### config.mk
export PLATFORM = sky130hd
export DESIGN_NAME = dbg_mode_ctrl
export DESIGN_NICKNAME = d
export VERILOG_FILES = /design/src/rtl/dbgm_pkg.sv /design/src/rtl/dbgm_entry.sv /design/src/rtl/dbgm_resume.sv /design/src/rtl/dbgm_trig_gate.sv /design/src/rtl/dbg_mode_ctrl.sv
export SDC_FILE = /design/constraint.sdc
export NUM_CORES = 1
export LEC_CHECK = 0
export BUFFER_PORTS_ARGS = -buffer_cell sky130_fd_sc_hd__buf_2
export CORE_UTILIZATION = 35
export DETAILED_ROUTE_END_ITERATION = 10
export PLACE_DENSITY = 0.83
export SLEW_MARGIN = 0
export SYNTH_ARGS = -nofsm -noshare
export SYNTH_HDL_FRONTEND = slang
export SYNTH_SLANG_ARGS = --single-unit
### constraint.sdc
create_clock -name clk -period 1.2 [get_ports clk]
set_input_delay 0.3 -clock clk [delete_from_list [all_inputs] [get_ports clk]]
set_output_delay 0.3 -clock clk [all_outputs]
set_load 0.01 [all_outputs]
### src/rtl/dbgm_pkg.sv
package dbgm_pkg;
  typedef enum logic [1:0] {
    PRIV_U   = 2'd0,
    PRIV_S   = 2'd1,
    PRIV_RSV = 2'd2,
    PRIV_M   = 2'd3
  } priv_e;

  localparam int CAUSE_FW = 3;
  localparam int DCSR_W   = 32;

  typedef struct packed {
    logic [CAUSE_FW-1:0] cause;
    logic                pelp;
    logic                virt;
    logic [1:0]          prv;
  } dcsr_t;

  localparam int DCSR_USED = $bits(dcsr_t);
endpackage

### src/rtl/dbgm_entry.sv
module dbgm_entry
  import dbgm_pkg::*;
#(
  parameter int XLEN       = 32,
  parameter int CAUSE_IN_W = 4
) (
  input  logic                  cfg_has_c,
  input  logic                  cfg_has_h,
  input  logic                  cfg_lpad_en,
  input  logic [XLEN-1:0]       cur_pc,
  input  logic [1:0]            cur_priv,
  input  logic                  cur_virt,
  input  logic                  cur_elp,
  input  logic [CAUSE_IN_W-1:0] cause_in,
  input  dcsr_t                 dcsr_cur,
  output logic [XLEN-1:0]       dpc_nxt,
  output dcsr_t                 dcsr_nxt
);
  localparam logic [XLEN-1:0] MASK_HALF = {{(XLEN-1){1'b1}}, 1'b0};
  localparam logic [XLEN-1:0] MASK_WORD = {{(XLEN-2){1'b1}}, 2'b00};

  logic [XLEN-1:0] align_mask;

  always_comb begin
    align_mask = cfg_has_c ? MASK_HALF : MASK_WORD;
    dpc_nxt    = cur_pc & align_mask;
  end

  always_comb begin
    dcsr_nxt       = dcsr_cur;
    dcsr_nxt.cause = cause_in[CAUSE_FW-1:0];
    dcsr_nxt.prv   = cur_priv;
    dcsr_nxt.virt  = cur_virt & cfg_has_h;
    if (cfg_lpad_en) dcsr_nxt.pelp = cur_elp;
  end
endmodule

### src/rtl/dbgm_resume.sv
module dbgm_resume
  import dbgm_pkg::*;
(
  input  logic       clk,
  input  logic       rst_n,
  input  logic       go,
  input  dcsr_t      dcsr_cur,
  input  logic       cfg_has_h,
  input  logic       cfg_has_s,
  input  logic       cfg_has_u,
  input  logic       cfg_has_mdt,
  input  logic       cfg_has_sdt,
  output logic [1:0] tgt_priv,
  output logic       tgt_virt,
  output logic       clr_mprv,
  output logic       clr_mdt,
  output logic       clr_sdt,
  output logic       clr_vs_sdt
);
  priv_e p_raw, p_leg;
  logic  v_leg;

  always_comb begin
    p_raw = priv_e'(dcsr_cur.prv);
    p_leg = (p_raw == PRIV_RSV) ? PRIV_M : p_raw;
    v_leg = cfg_has_h & dcsr_cur.virt & (p_leg != PRIV_M);
    if (p_leg == PRIV_S && !cfg_has_s) begin
      p_leg = PRIV_M;
      v_leg = 1'b0;
    end else if (p_leg == PRIV_U && !cfg_has_u) begin
      p_leg = cfg_has_s ? PRIV_S : PRIV_M;
      v_leg = 1'b0;
    end
  end

  always_comb begin
    tgt_priv   = 2'b00;
    tgt_virt   = 1'b0;
    clr_mprv   = 1'b0;
    clr_mdt    = 1'b0;
    clr_sdt    = 1'b0;
    clr_vs_sdt = 1'b0;
    if (go) begin
      tgt_priv   = p_leg;
      tgt_virt   = v_leg;
      clr_mprv   = (p_leg != PRIV_M);
      clr_mdt    = cfg_has_mdt & (p_leg != PRIV_M);
      clr_sdt    = cfg_has_sdt & ((p_leg == PRIV_U) | v_leg);
      clr_vs_sdt = cfg_has_sdt & v_leg & (p_leg == PRIV_U);
    end
  end


  rsm_priv_legal_chk: assert property (@(posedge clk) disable iff (!rst_n)
    go |-> (tgt_priv != 2'b10));

  rsm_m_unvirt_chk: assert property (@(posedge clk) disable iff (!rst_n)
    (go && tgt_priv == 2'b11) |-> !tgt_virt);

  vs_sdt_implies_chk: assert property (@(posedge clk) disable iff (!rst_n)
    clr_vs_sdt |-> clr_sdt);
endmodule

### src/rtl/dbgm_trig_gate.sv
module dbgm_trig_gate #(
  parameter int NTRIG = 4
) (
  input  logic             halted,
  input  logic [NTRIG-1:0] hit,
  output logic [NTRIG-1:0] fire
);
  for (genvar g = 0; g < NTRIG; g++) begin : g_gate
    assign fire[g] = hit[g] & ~halted;
  end
endmodule

### src/rtl/dbg_mode_ctrl.sv
module dbg_mode_ctrl
  import dbgm_pkg::*;
#(
  parameter int XLEN       = 32,
  parameter int CAUSE_IN_W = 4,
  parameter int NTRIG      = 4
) (
  input  logic                  clk,
  input  logic                  rst_n,
  input  logic                  cfg_dbg_en,
  input  logic                  cfg_has_c,
  input  logic                  cfg_has_h,
  input  logic                  cfg_has_s,
  input  logic                  cfg_has_u,
  input  logic                  cfg_lpad_en,
  input  logic                  cfg_has_mdt,
  input  logic                  cfg_has_sdt,
  input  logic                  enter_req,
  input  logic [CAUSE_IN_W-1:0] enter_cause,
  input  logic [XLEN-1:0]       cur_pc,
  input  logic [1:0]            cur_priv,
  input  logic                  cur_virt,
  input  logic                  cur_elp,
  input  logic                  resume_req,
  input  logic                  fcfi_en,
  input  logic [NTRIG-1:0]      trig_hit,
  output logic                  dbg_mode,
  output logic [XLEN-1:0]       dpc_rd,
  output logic [31:0]           dcsr_rd,
  output logic                  rsm_valid,
  output logic [XLEN-1:0]       rsm_pc,
  output logic [1:0]            rsm_priv,
  output logic                  rsm_virt,
  output logic                  clr_mprv,
  output logic                  clr_mdt,
  output logic                  clr_sdt,
  output logic                  clr_vs_sdt,
  output logic                  elp_wr,
  output logic                  elp_wdata,
  output logic [NTRIG-1:0]      trig_fire
);
  localparam int PAD_W = DCSR_W - DCSR_USED;

  logic            dmode_q;
  logic [XLEN-1:0] dpc_q;
  dcsr_t           dcsr_q;
  logic [XLEN-1:0] dpc_nxt;
  dcsr_t           dcsr_nxt;
  logic            ent_ok;
  logic            res_ok;

  assign ent_ok = cfg_dbg_en & enter_req & ~dmode_q;
  assign res_ok = cfg_dbg_en & resume_req & ~enter_req & dmode_q;

  dbgm_entry #(.XLEN(XLEN), .CAUSE_IN_W(CAUSE_IN_W)) u_entry (
    .cfg_has_c  (cfg_has_c),
    .cfg_has_h  (cfg_has_h),
    .cfg_lpad_en(cfg_lpad_en),
    .cur_pc     (cur_pc),
    .cur_priv   (cur_priv),
    .cur_virt   (cur_virt),
    .cur_elp    (cur_elp),
    .cause_in   (enter_cause),
    .dcsr_cur   (dcsr_q),
    .dpc_nxt    (dpc_nxt),
    .dcsr_nxt   (dcsr_nxt)
  );

  dbgm_resume u_resume (
    .clk        (clk),
    .rst_n      (rst_n),
    .go         (res_ok),
    .dcsr_cur   (dcsr_q),
    .cfg_has_h  (cfg_has_h),
    .cfg_has_s  (cfg_has_s),
    .cfg_has_u  (cfg_has_u),
    .cfg_has_mdt(cfg_has_mdt),
    .cfg_has_sdt(cfg_has_sdt),
    .tgt_priv   (rsm_priv),
    .tgt_virt   (rsm_virt),
    .clr_mprv   (clr_mprv),
    .clr_mdt    (clr_mdt),
    .clr_sdt    (clr_sdt),
    .clr_vs_sdt (clr_vs_sdt)
  );

  dbgm_trig_gate #(.NTRIG(NTRIG)) u_trig (
    .halted(dmode_q),
    .hit   (trig_hit),
    .fire  (trig_fire)
  );

  always_ff @(posedge clk or negedge rst_n) begin
    if (!rst_n) begin
      dmode_q <= 1'b0;
      dpc_q   <= '0;
      dcsr_q  <= '0;
    end else if (ent_ok) begin
      dmode_q <= 1'b1;
      dpc_q   <= dpc_nxt;
      dcsr_q  <= dcsr_nxt;
    end else if (res_ok) begin
      dmode_q <= 1'b0;
      if (cfg_lpad_en) dcsr_q.pelp <= 1'b0;
    end
  end

  assign dbg_mode  = dmode_q;
  assign dpc_rd    = dpc_q;
  assign dcsr_rd   = {{PAD_W{1'b0}}, dcsr_q};
  assign rsm_valid = res_ok;
  assign rsm_pc    = res_ok ? dpc_q : '0;
  assign elp_wr    = (ent_ok | res_ok) & cfg_lpad_en;
  assign elp_wdata = res_ok & cfg_lpad_en & fcfi_en & dcsr_q.pelp;


  flag_rise_cause_chk: assert property (@(posedge clk) disable iff (!rst_n)
    $rose(dmode_q) |-> $past(enter_req && cfg_dbg_en));

  off_state_hold_chk: assert property (@(posedge clk) disable iff (!rst_n)
    !cfg_dbg_en |=> ($stable(dmode_q) && $stable(dpc_q) && $stable(dcsr_q)));

  resume_leaves_chk: assert property (@(posedge clk) disable iff (!rst_n)
    rsm_valid |=> !dmode_q);

  dpc_aligned_chk: assert property (@(posedge clk) disable iff (!rst_n)
    dmode_q |-> (dpc_q[0] == 1'b0));

  halted_no_trig_chk: assert property (@(posedge clk) disable iff (!rst_n)
    dmode_q |-> (trig_fire == '0));
endmodule

# Word-level counts from Yosys, hierarchy flattened
# Cells that the tools add are included.
dict set report word_totals {
  regBits 40
  output_inout_bits 111
  wordCells 65
}
dict set report op_classes {
  eq_ne 6
  mux 20
  n_bitwise 25
  reduce_logical 8
}
# cell n
set ops {}
lappend ops {{$and 32x32->32} 1}
lappend ops {{$mux 32} 1}
lappend ops {{$and 1x1->1} 20}
lappend ops {{$mux 1} 13}
lappend ops {{$mux 2} 6}
lappend ops {{$ne 2x2->1 const B} 4}
lappend ops {{$logic_not 2->1} 2}
lappend ops {{$reduce_and 3->1} 1}
lappend ops {{$eq 2x1->1 const B} 1}
lappend ops {{$eq 2x2->1 const B} 1}
lappend ops {{$logic_and 1x1->1} 2}
lappend ops {{$logic_not 1->1} 2}
lappend ops {{$not 1->1} 2}
lappend ops {{$or 1x1->1} 2}
lappend ops {{$reduce_bool 2->1} 1}

# Depth between registers and ports, before layout
# Gate-level depths: netlist of run 1.
dict set report depth {
  depth_word 10
  depth_mapped 4
  ltp_nobuf 3
}

# Modules after synthesis
# A second synthesis of run 1 with hierarchy kept.
dict set report unflattened {
  cells_unflattened 211
  area_unflattened_um2 2416.1
}
# module n_inst cells_per_inst area_each_um2 seq_area_each_um2
set modules_own_cells {}
lappend modules_own_cells {dbg_mode_ctrl 1 153 1985.7 1001.0}
lappend modules_own_cells {dbgm_entry 1 40 301.5 0.0}
lappend modules_own_cells {dbgm_resume 1 14 103.8 0.0}
lappend modules_own_cells {dbgm_trig_gate 1 4 25.0 0.0}

# Worst setup path before layout of run 1
# Ideal clock, no wire load.
dict set report synth_path {
  kind {register to output}
  startpoint {reg dcsr_q (netlist bit dcsr_rd[0])}
  endpoint {out clr_mdt}
  t_arrival_ns 1.231
  slack_ns -0.331
  stages_incl_launch_ff 4
  path_cell_list {dfrtp_1 -> nand2b_1 -> nor2b_1 -> nor4b_1}
}
dict set report synth_via {
  elab_chain_len 9
  elab_cells_between_ends 11
  classes_between {eq/ne: 3; mux: 4; bitwise: 1; reduce/logical: 3}
}
# element line_no
set synth_lines {}
lappend synth_lines {{start, declared} dbg_mode_ctrl.sv:46} ;# dcsr_t dcsr_q;
lappend synth_lines {{start signal, assigned} dbg_mode_ctrl.sv:101} ;# dcsr_q <= dcsr_nxt;
lappend synth_lines {{$eq 2x2->1} dbgm_resume.sv:25} ;# p_leg = (p_raw == PRIV_RSV) ? PRIV_M : p_raw;
lappend synth_lines {{$mux 2 *} dbgm_resume.sv:25}
lappend synth_lines {{$logic_not 2->1} dbgm_resume.sv:30} ;# end else if (p_leg == PRIV_U && !cfg_has_u) begin
lappend synth_lines {{$logic_and 1x1->1} dbgm_resume.sv:30}
lappend synth_lines {{$mux 2} dbgm_resume.sv:30}
lappend synth_lines {{$mux 2 *} dbgm_resume.sv:27} ;# if (p_leg == PRIV_S && !cfg_has_s) begin
lappend synth_lines {{$ne 2x2->1 *} dbgm_resume.sv:47} ;# clr_mdt = cfg_has_mdt & (p_leg != PRIV_M);
lappend synth_lines {{$and 1x1->1 *} dbgm_resume.sv:47}
lappend synth_lines {{$mux 1 *} dbgm_resume.sv:43} ;# if (go) begin
lappend synth_lines {{end, declared} dbg_mode_ctrl.sv:35} ;# output logic clr_mdt,
# Every way passes the cells marked *; elsewhere a longest branch is shown, timed or not.

# Worst setup path after layout of run 1
dict set report layout_path {
  startpoint {reg dmode_q, in the netlist dbg_mode}
  endpoint {out rsm_virt}
}
dict set report layout_via {
  elab_chain_len 2
}
# element line_no
set layout_lines {}
lappend layout_lines {{start, declared} dbg_mode_ctrl.sv:44} ;# logic dmode_q;
lappend layout_lines {{start signal, assigned} dbg_mode_ctrl.sv:95} ;# dmode_q <= 1'b0;
lappend layout_lines {{start signal, assigned} dbg_mode_ctrl.sv:99} ;# dmode_q <= 1'b1;
lappend layout_lines {{start signal, assigned} dbg_mode_ctrl.sv:103} ;# dmode_q <= 1'b0;
lappend layout_lines {{$and 1x1->1} dbg_mode_ctrl.sv:53} ;# assign res_ok = cfg_dbg_en & resume_req & ~enter_req & dmode_q;
lappend layout_lines {{$mux 1} dbgm_resume.sv:43}
lappend layout_lines {{end, declared} dbg_mode_ctrl.sv:33} ;# output logic rsm_virt,
# No other way between the ends.

==> impl_metrics.ini, run 1 <==
[run_status]
status = finished with violations
violations = negative setup slack

[pwr]
cellLeakagePower_nw = 2.06
p_int_w = 0.00305
p_per_area_mw_per_mm2 = 1200
clockPowerShare = 0.189
pwr-share-comb = 0.381
swShare = 0.311
vdd.ir_drop.worst_v = 0.000578
switchingPower_w = 0.00138
p_seq_frac = 0.430

[place]
preCtsSetupSlack_ns = -0.316
dpl-instance-area_sq_mm = 0.00307
io_buffers = 138
globalplace.congestion = 0.689
hpwl_mm = 3.97

[timing]
drv_slew = 0
fmax_ghz = 0.590
skew_ns = 0.00568
period_needed_ns = 1.69
worst_slack_ns = -0.494
setup_viol = 87
fin_crit_sh = 1.41
hold_viol = 0
rsz0062_at_grt = true

[die]
ios = 168
core_sq_mm = 0.00561
rows = 27
start_util = 0.371
dieArea_sq_mm = 0.00626
dieHeight_microns = 79.2
die_w_microns = 79.2

[clocking]
clkSinkCount = 39
clkLatencyLatePin_ns = 0.28
root_buffer = clkbuf_8
path_clk_slew_ns = 0.08
htree_num_levels = 2
clock_path_buffers = 2
cts_buffers = 5
cts_tree = yes

[setup_path]
rrSetupSlack_ns = -0.26
worstReg2RegEnd = dcsr_rd[5]
crit_required_ns = 0.90
crit_family = flip-flops
crit_type = flip-flop to output port
critPathBufInv = 3
start_kind = flip-flop
crit_fanout = 15
cp_slowest_cell = dfrtp_2
cpPeakStageDelay_ns = 0.44
r2r_start = dbg_mode
arrival_ns = 1.39
cp-end-kind = output port
worstPathCellList = nand4b_4 > clkinv_4 > buf_12 > and2_1 > buf_2
ff2ff_path_depth = 5

[synthesis]
synth_area_leader_cell = dfrtp_1
ys_seq_area_frac = 0.468
synth.most_common_cell = dfrtp_1
netlist_area_sq_mm = 0.00208
synth_commonest_cells = 39 x dfrtp_1, 32 x and2_1, 30 x mux2_1
netlist_instances = 177
syn_avg_cell_area_sq_um = 11.8
synth_ff_type = dfrtp_1
synth_cell_types = 26
synthTopCellsByArea = dfrtp_1 47%, mux2_1 16%, buf_4 10%
synth_top_area_frac = 0.468
synth-edff-count = 0
async_reset_ff_frac = 1.00
synth_seq_cells = 39
yosys_warnings = 0

[global_routing]
grt_use_total = 0.177
grt_max_degree = 40
overflow = 0
grt_pass1_vias = 1779
grt_pass1_wl_mm = 8.55
antenna_found_initial = 0

[final_layout]
area_growth_pct = 76.2
utilization = 0.655
diodes = 0
drive_gt1_frac = 0.726
finalInstanceArea_sq_mm = 0.00367
fin_nets = 403

[run]
drv_cap = 0

[routing]
vias_per_cell = 4.46
num_vias = 1870
drc_errors = 0
routedWlPerCell_microns = 14.4
drt_iter0_drc = 50
final_antenna_net_count = 0
drt-pass1-iter-count = 3
drt_wl_total_mm = 6.02

[min_path]
min_from = cur_pc[30]
min_path_cells = 2
whs_endpoint = dpc_rd[30]
worstHoldPathType = primary input to flip-flop
area by class of cell:
cell class | instances | area [sq um]
clock buffer | 7 | 76.3
clock inverter | 1 | 5.00
fill | 443 | 1940
inverter | 2 | 12.5
multi-input combinational | 128 | 1180
sequential | 39 | 978
tap | 72 | 90.1
timing repair buffer | 170 | 1330
stage by stage:
stage / TNS (ns) / hold WS (ns) / power [W] / std cells
3_5_place_dp: -13.88 / 0.284 / 0.00336 / 396
5_1_grt: -32.56 / 0.229 / 0.00468 / 419
6_report: -28.64 / 0.242 / 0.00442 / 419
3_3_place_gp: -13.14 / 0.285 / 0.00331 / 396
4_1_cts: -23.57 / 0.230 / 0.00433 / 407
2_1_floorplan: -5.55 / 0.00441 / 0.00276 / 203
cells by family (layout without fill, tap and decap cells):
group,Yosys count,after routing,synth area share
buffers and inverters,36,180,0.137
multiplexers,35,35,0.198
AO/OA/AOI/OAI,7,7,0.0234
flip-flops,39,39,0.468
AND/OR/NAND/NOR,59,59,0.171
other,1,27,0.00180
worst reg2reg max path: stages, from the launching register on:
cell	delay [ns]
dfrtp_2	0.44
nand3b_4	0.20
buf_6	0.13
buf_8	0.13
clkbuf_16	0.16
mux2_4	0.29
sequential cells by signal (all words and copies together), names as in the netlist:
register,count
dpc_rd,31
dcsr_rd,7
dbg_mode,1
per-layer routing:
metal	track usage	up-vias	part of all wire
met5	0	-	0
met4	0.0382	0	0.0063
met3	0.0379	5	0.065
met2	0.341	97	0.55
met1	0.198	897	0.38
li1	-	871	-
worst max path at each step:
stage	from	end	slack, ns	cells after the start
floorplan	dcsr_rd[0]	clr_mdt	-0.14	3
global placement	enter_req	clr_mdt	-0.30	5
detailed placement	enter_req	clr_vs_sdt	-0.32	5
CTS	dcsr_rd[0]	clr_mdt	-0.49	4
global route	dbg_mode	rsm_virt	-0.55	5
finish	dbg_mode	rsm_virt	-0.49	5
what timing repair did:
action,in CTS,in global routing
buffers inserted,2,7
pin swaps,12,13
endpoints found under the hold margin,39,0
hold buffers,1,0
gates resized for setup,37,30
setup endpoints to repair,85,85
cloned,1,5
cell usage in the layout, fill, tap and decap left out, drive strengths merged, types with 3 or more instances in the layout:
master,Yosys,final
mux2,35,35
nor2b,4,4
conb,1,27
clkbuf,0,11
nor2,3,3
buf,34,165
nand2,11,11
dfrtp,39,39
and2,32,32
power by group through the flow:
stage          Sequential (W)  Clock (W)  Combinational, W
2_1_floorplan         0.00202          0          0.000738
3_3_place_gp          0.00187          0           0.00144
3_5_place_dp          0.00189          0           0.00147
4_1_cts               0.00188   0.000873           0.00158
5_1_grt               0.00193   0.000939           0.00181
6_report              0.00190   0.000837           0.00169
Note: power is estimated with default switching activity, not from simulation.
==> run 2, diff against run 1 <==
--- a/config.mk
+++ b/config.mk
@@ -13,3 +13,4 @@
 export SYNTH_ARGS = -nofsm -noshare
 export SYNTH_HDL_FRONTEND = slang
 export SYNTH_SLANG_ARGS = --single-unit
+export TNS_END_PERCENT = 1
==> run 2 against run 1 <==
Against the previous run:
- critical endpoint is now clr_vs_sdt
- clock power fell by 1%
- flip-flop and latch count did not move
- register-to-register slack improved by 0.18 ns
- the run still ends with negative setup slack left
==> impl_metrics.ini, run 2 (synthesis results as in run 1) <==
[routing]
routed-wl-met2_mm = 2.47
drt-pass1-iter-count = 4
met3_length_microns = 343
drt_wl_total_mm = 4.85
num_vias = 1741
m1WireLength_mm = 1.98
drt_iter0_drc = 24
routedWlPerCell_microns = 12.0
final_antenna_net_count = 0
vias_per_cell = 4.31
highest_layer = met4
drc_errors = 0

[setup_path]
crit_fanout = 4
start_kind = flip-flop
arrival_ns = 1.40
crit_type = flip-flop to output port
ff2ff_path_depth = 3
cp-end-kind = output port
crit_required_ns = 0.90
worstReg2RegEnd = dpc_rd[25]
rrSetupSlack_ns = -0.08
cp-endpoint = clr_vs_sdt
r2r_start = dbg_mode
cp-startpoint = dcsr_rd[0]

[timing]
hold_slack_ns = 0.221
fin_crit_sh = 1.42
worst_slack_ns = -0.500
fmax_ghz = 0.588
hold_viol = 0
rsz0062_at_grt = true
setup_viol = 84
drv_slew = 0
period_needed_ns = 1.70
skew_ns = 0.0112

[global_routing]
overflow = 0
grt_pass1_wl_mm = 7.62
grt_max_degree = 40
antenna_found_initial = 0
grt_use_total = 0.158
grt_pass1_vias = 1649

[clocking]
htree_num_levels = 2
clock_path_buffers = 2
cts_tree = yes
clkLatencyLatePin_ns = 0.29
cts_setup_buffers = 0
root_buffer = clkbuf_8
cts_buffers = 5
path_clk_slew_ns = 0.08
clkSinkCount = 39

[pwr]
p_int_w = 0.00269
p_seq_frac = 0.466
swShare = 0.316
p_total_w = 0.00394
switchingPower_w = 0.00125
clockPowerShare = 0.210
p_per_area_mw_per_mm2 = 1300
pwr-share-comb = 0.323
vdd.ir_drop.worst_v = 0.000694
cellLeakagePower_nw = 1.72

[place]
dp.cells = 395
io_buffers = 138
hpwl_mm = 3.81
globalplace.congestion = 0.704
preCtsSetupSlack_ns = -0.280

[run_status]
status = finished with violations
violations = negative setup slack

[final_layout]
diodes = 0
final_common_cell = buf_2
drive_gt1_frac = 0.524
fin_nets = 388
mostFrequentLayoutCells = 136 x buf_2, 38 x dfrtp_1, 32 x and2_1
utilization = 0.539
fillCellCount = 505
final_cell_count_no_fill = 404
area_growth_pct = 45.1
largest_register_ffs = 31

[run]
drv_cap = 0

[die]
dieArea_sq_mm = 0.00626
core_sq_mm = 0.00561
dieHeight_microns = 79.2
start_util = 0.371
ios = 168
die_w_microns = 79.2
rows = 27

[min_path]
worstHoldPathType = primary input to flip-flop
## run 2: area by class of cell
cell class	instances	area [sq um]	area share
Clock inverter	1	5.00	0.00166
Sequential cell	39	977	0.323
Clock buffer	7	76.3	0.0252
Multi-Input combinational cell	128	970	0.321
Inverter	2	10.0	0.00331
Tap cell	72	90.1	0.0298
Timing Repair Buffer	155	895	0.296
## run 2: power groups by stage
stage	Combinational, W	Sequential, W	Clock, W
global route	0.00139	0.00189	0.000932
detailed placement	0.00125	0.00186	0
global placement	0.00122	0.00184	0
CTS	0.00128	0.00184	0.000860
finish	0.00127	0.00184	0.000828
floorplan	0.000513	0.00200	0
## run 2: how the worst min path moves through the flow
| stage | slack [ns] | cells after the start | startpoint | end |
|---|---|---|---|---|
| after CTS | 0.21 | 2 | cur_pc[25] | dpc_rd[25] |
| after global routing | 0.21 | 2 | cur_pc[27] | dpc_rd[27] |
| after detailed placement | 0.28 | 2 | rst_n | dpc_rd[30] |
| after global placement | 0.28 | 2 | rst_n | dpc_rd[31] |
| after floorplan | 0.004 | 0 | rst_n | dbg_mode |
| final | 0.22 | 2 | cur_pc[27] | dpc_rd[27] |
## run 2: worst max-delay path: stages (launching register included)
cell and delay (ns):
dfrtp_1 0.41, nand2b_4 0.17, buf_4 0.14, nor4_2 0.23, buf_2 0.17
## run 2: repair_timing
action                     4_1_cts  5_1_grt
hold endpoints to repair        39        0
hold buffers                     1        0
pin swaps                       13        0
setup endpoints to repair       84       85
resized for setup                8        1
## run 2: per-stage QoR
stage,instance area [sq um],setup TNS (ns)
after floorplan,2210,-4.64
after global placement,2890,-13.78
after detailed placement,2890,-15.36
after CTS,3010,-21.98
after global routing,3020,-25.25
final,3020,-20.29
## run 2: routing by layer
layer | GRT usage | vias to the layer above
met4 | 0.0600 | 0
met1 | 0.181 | 797
met5 | 0 | -
met3 | 0.0322 | 6
li1 | - | 836
met2 | 0.287 | 102
==> run 3, diff against run 2 <==
--- a/config.mk
+++ b/config.mk
@@ -6,9 +6,11 @@
 export NUM_CORES = 1
 export LEC_CHECK = 0
 export BUFFER_PORTS_ARGS = -buffer_cell sky130_fd_sc_hd__buf_2
-export CORE_UTILIZATION = 35
+export CELL_PAD_IN_SITES_DETAIL_PLACEMENT = 1
+export CELL_PAD_IN_SITES_GLOBAL_PLACEMENT = 2
+export CORE_UTILIZATION = 19
 export DETAILED_ROUTE_END_ITERATION = 10
-export PLACE_DENSITY = 0.83
+export PLACE_DENSITY = 0.82
 export SLEW_MARGIN = 0
 export SYNTH_ARGS = -nofsm -noshare
 export SYNTH_HDL_FRONTEND = slang
==> run 3 against run 2 <==
Against the previous run:
- the flow still finishes with violations (negative setup slack)
- clock skew increased by 0.0021 ns
- final area increased by 6.1%
- critical path depth unchanged
- sequential power increased by 2%
- maximum frequency decreased by 0.55%
- flip-flop and latch count unchanged
- non-clock buffer count decreased by 1
- largest power group unchanged
- global-route usage decreased by 5.4 points
- routed wire length increased by 22%
- first-iteration DRC count increased by 46%
- via count increased by 3.0%
- sequential share of layout area decreased by 1.8 points
==> impl_metrics.ini, run 3 (synthesis results as in run 1) <==
[setup_path]
cp-endpoint = clr_mdt
rrSetupSlack_ns = -0.11
crit_type = flip-flop to output port
cp-end-kind = output port
r2r_start = dbg_mode
start_kind = flip-flop
cp-startpoint = dbg_mode
crit_required_ns = 0.90
ff2ff_path_depth = 3
crit_fanout = 4
worstReg2RegEnd = dpc_rd[11]
arrival_ns = 1.41

[run_status]
status = finished with violations
violations = negative setup slack

[timing]
drv_slew = 0
period_needed_ns = 1.71
hold_viol = 0
rsz0062_at_grt = true
setup_viol = 83
worst_slack_ns = -0.510
fmax_ghz = 0.585
fin_crit_sh = 1.42
skew_ns = 0.0133

[pwr]
vdd.ir_drop.worst_v = 0.000383
cellLeakagePower_nw = 1.82
p_per_area_mw_per_mm2 = 1300
p_total_w = 0.00416

[global_routing]
grtUsageMet1 = 0.116
overflow = 0
grt_pass1_vias = 1775
met3_usage = 0.0286
grt_use_total = 0.104
antenna_found_initial = 0
top_usage_layer = met2
met2_usage = 0.191
grt_max_degree = 40
grt_pass1_wl_mm = 9.24

[clocking]
cts_setup_buffers = 0
clkLatencyLatePin_ns = 0.29
path_clk_slew_ns = 0.09
cts_buffers = 5
clkSinkCount = 39
root_buffer = clkbuf_8
htree_num_levels = 2
clock_path_buffers = 2
cts_tree = yes

[routing]
final_antenna_net_count = 0
num_vias = 1793
drt_wl_total_mm = 5.94
drt-pass1-iter-count = 4
drc_errors = 0
drt_iter0_drc = 35
vias_per_cell = 3.84
routedWlPerCell_microns = 12.7

[final_layout]
fillCellCount = 1248
seq_area_sq_um = 978
finalInstanceArea_sq_mm = 0.00321
largest_register_ffs = 31
drive_gt1_frac = 0.595
area_growth_pct = 53.9
multiInputGateArea_sq_mm = 0.00105
mostFrequentLayoutCells = 134 x buf_2, 37 x dfrtp_1, 31 x and2_1
final_common_cell = buf_2
diodes = 0
fin_nets = 387

[place]
globalplace.congestion = 0.727
dpl-instance-area_sq_mm = 0.00298
io_buffers = 138
hpwl_mm = 4.53

[die]
core_sq_mm = 0.0105
ios = 168
rows = 37
dieArea_sq_mm = 0.0114
die_w_microns = 107
dieHeight_microns = 107
start_util = 0.199

[min_path]
min_path_cells = 2
worstHoldPathType = primary input to flip-flop

[run]
drv_cap = 0
==> run 3: changes by cell type in the layout (fill, tap and decap cells not counted), moves of 2 or more <==
cell,before,now
mux2_1,30,10
buf_4,9,7
buf_2,136,134
mux2_4,5,25
buf_12,4,6
==> run 3: how the worst min path moves through the flow <==
| stage | from | to |
|---|---|---|
| CTS | cur_priv[1] | dcsr_rd[1] |
| global route | cur_priv[0] | dcsr_rd[0] |
| global placement | rst_n | dpc_rd[2] |
| finish | cur_priv[1] | dcsr_rd[1] |
| detailed placement | rst_n | dcsr_rd[4] |
| floorplan | rst_n | dbg_mode |
==> run 3: worst max-delay path: stages (launching register included) <==
cell,delay [ns]
dfrtp_2,0.41
nand4b_4,0.15
buf_12,0.17
nor4b_2,0.22
buf_2,0.16
==> run 3: stage by stage <==
step	std cells	utilization	TNS [ns]	hold slack [ns]	setup WS, ns
floorplan	203	-	-4.64	0.00441	-0.136
global placement	458	0.285	-12.89	0.290	-0.282
detailed placement	458	0.285	-14.01	0.298	-0.295
CTS	467	0.302	-24.14	0.195	-0.530
global route	467	0.307	-27.70	0.204	-0.594
finish	467	0.307	-22.83	0.208	-0.510
==> run 3: per-layer routing <==
metal,vias up,wire length (microns)
met5,-,0
met4,0,93
met1,855,2290
met2,102,3060
met3,7,502
li1,829,-
==> run 3: power breakdown <==
part	internal [W]	total [W]	switching, W	leakage [nW]
Combinational	0.000786	0.00140	0.000617	1.32
Sequential	0.00163	0.00188	0.000250	0.461
Clock	0.000409	0.000885	0.000476	0.0422
==> run 3: final cells by class <==
class / instances / area share
multi-input cells: 128 / 0.326
flip-flops and latches: 39 / 0.305
repair buffers: 154 / 0.287
well taps: 136 / 0.0531
clock buffers: 7 / 0.0238
inverters: 2 / 0.00312
clock inverters: 1 / 0.00156
==> run 3: timing repair <==
item / CTS / global route
hold buffers: 1 / 0
pin swaps: 5 / 1
endpoints found under the setup margin: 83 / 84
gates resized for setup: 21 / 12
hold endpoints to repair: 39 / 0
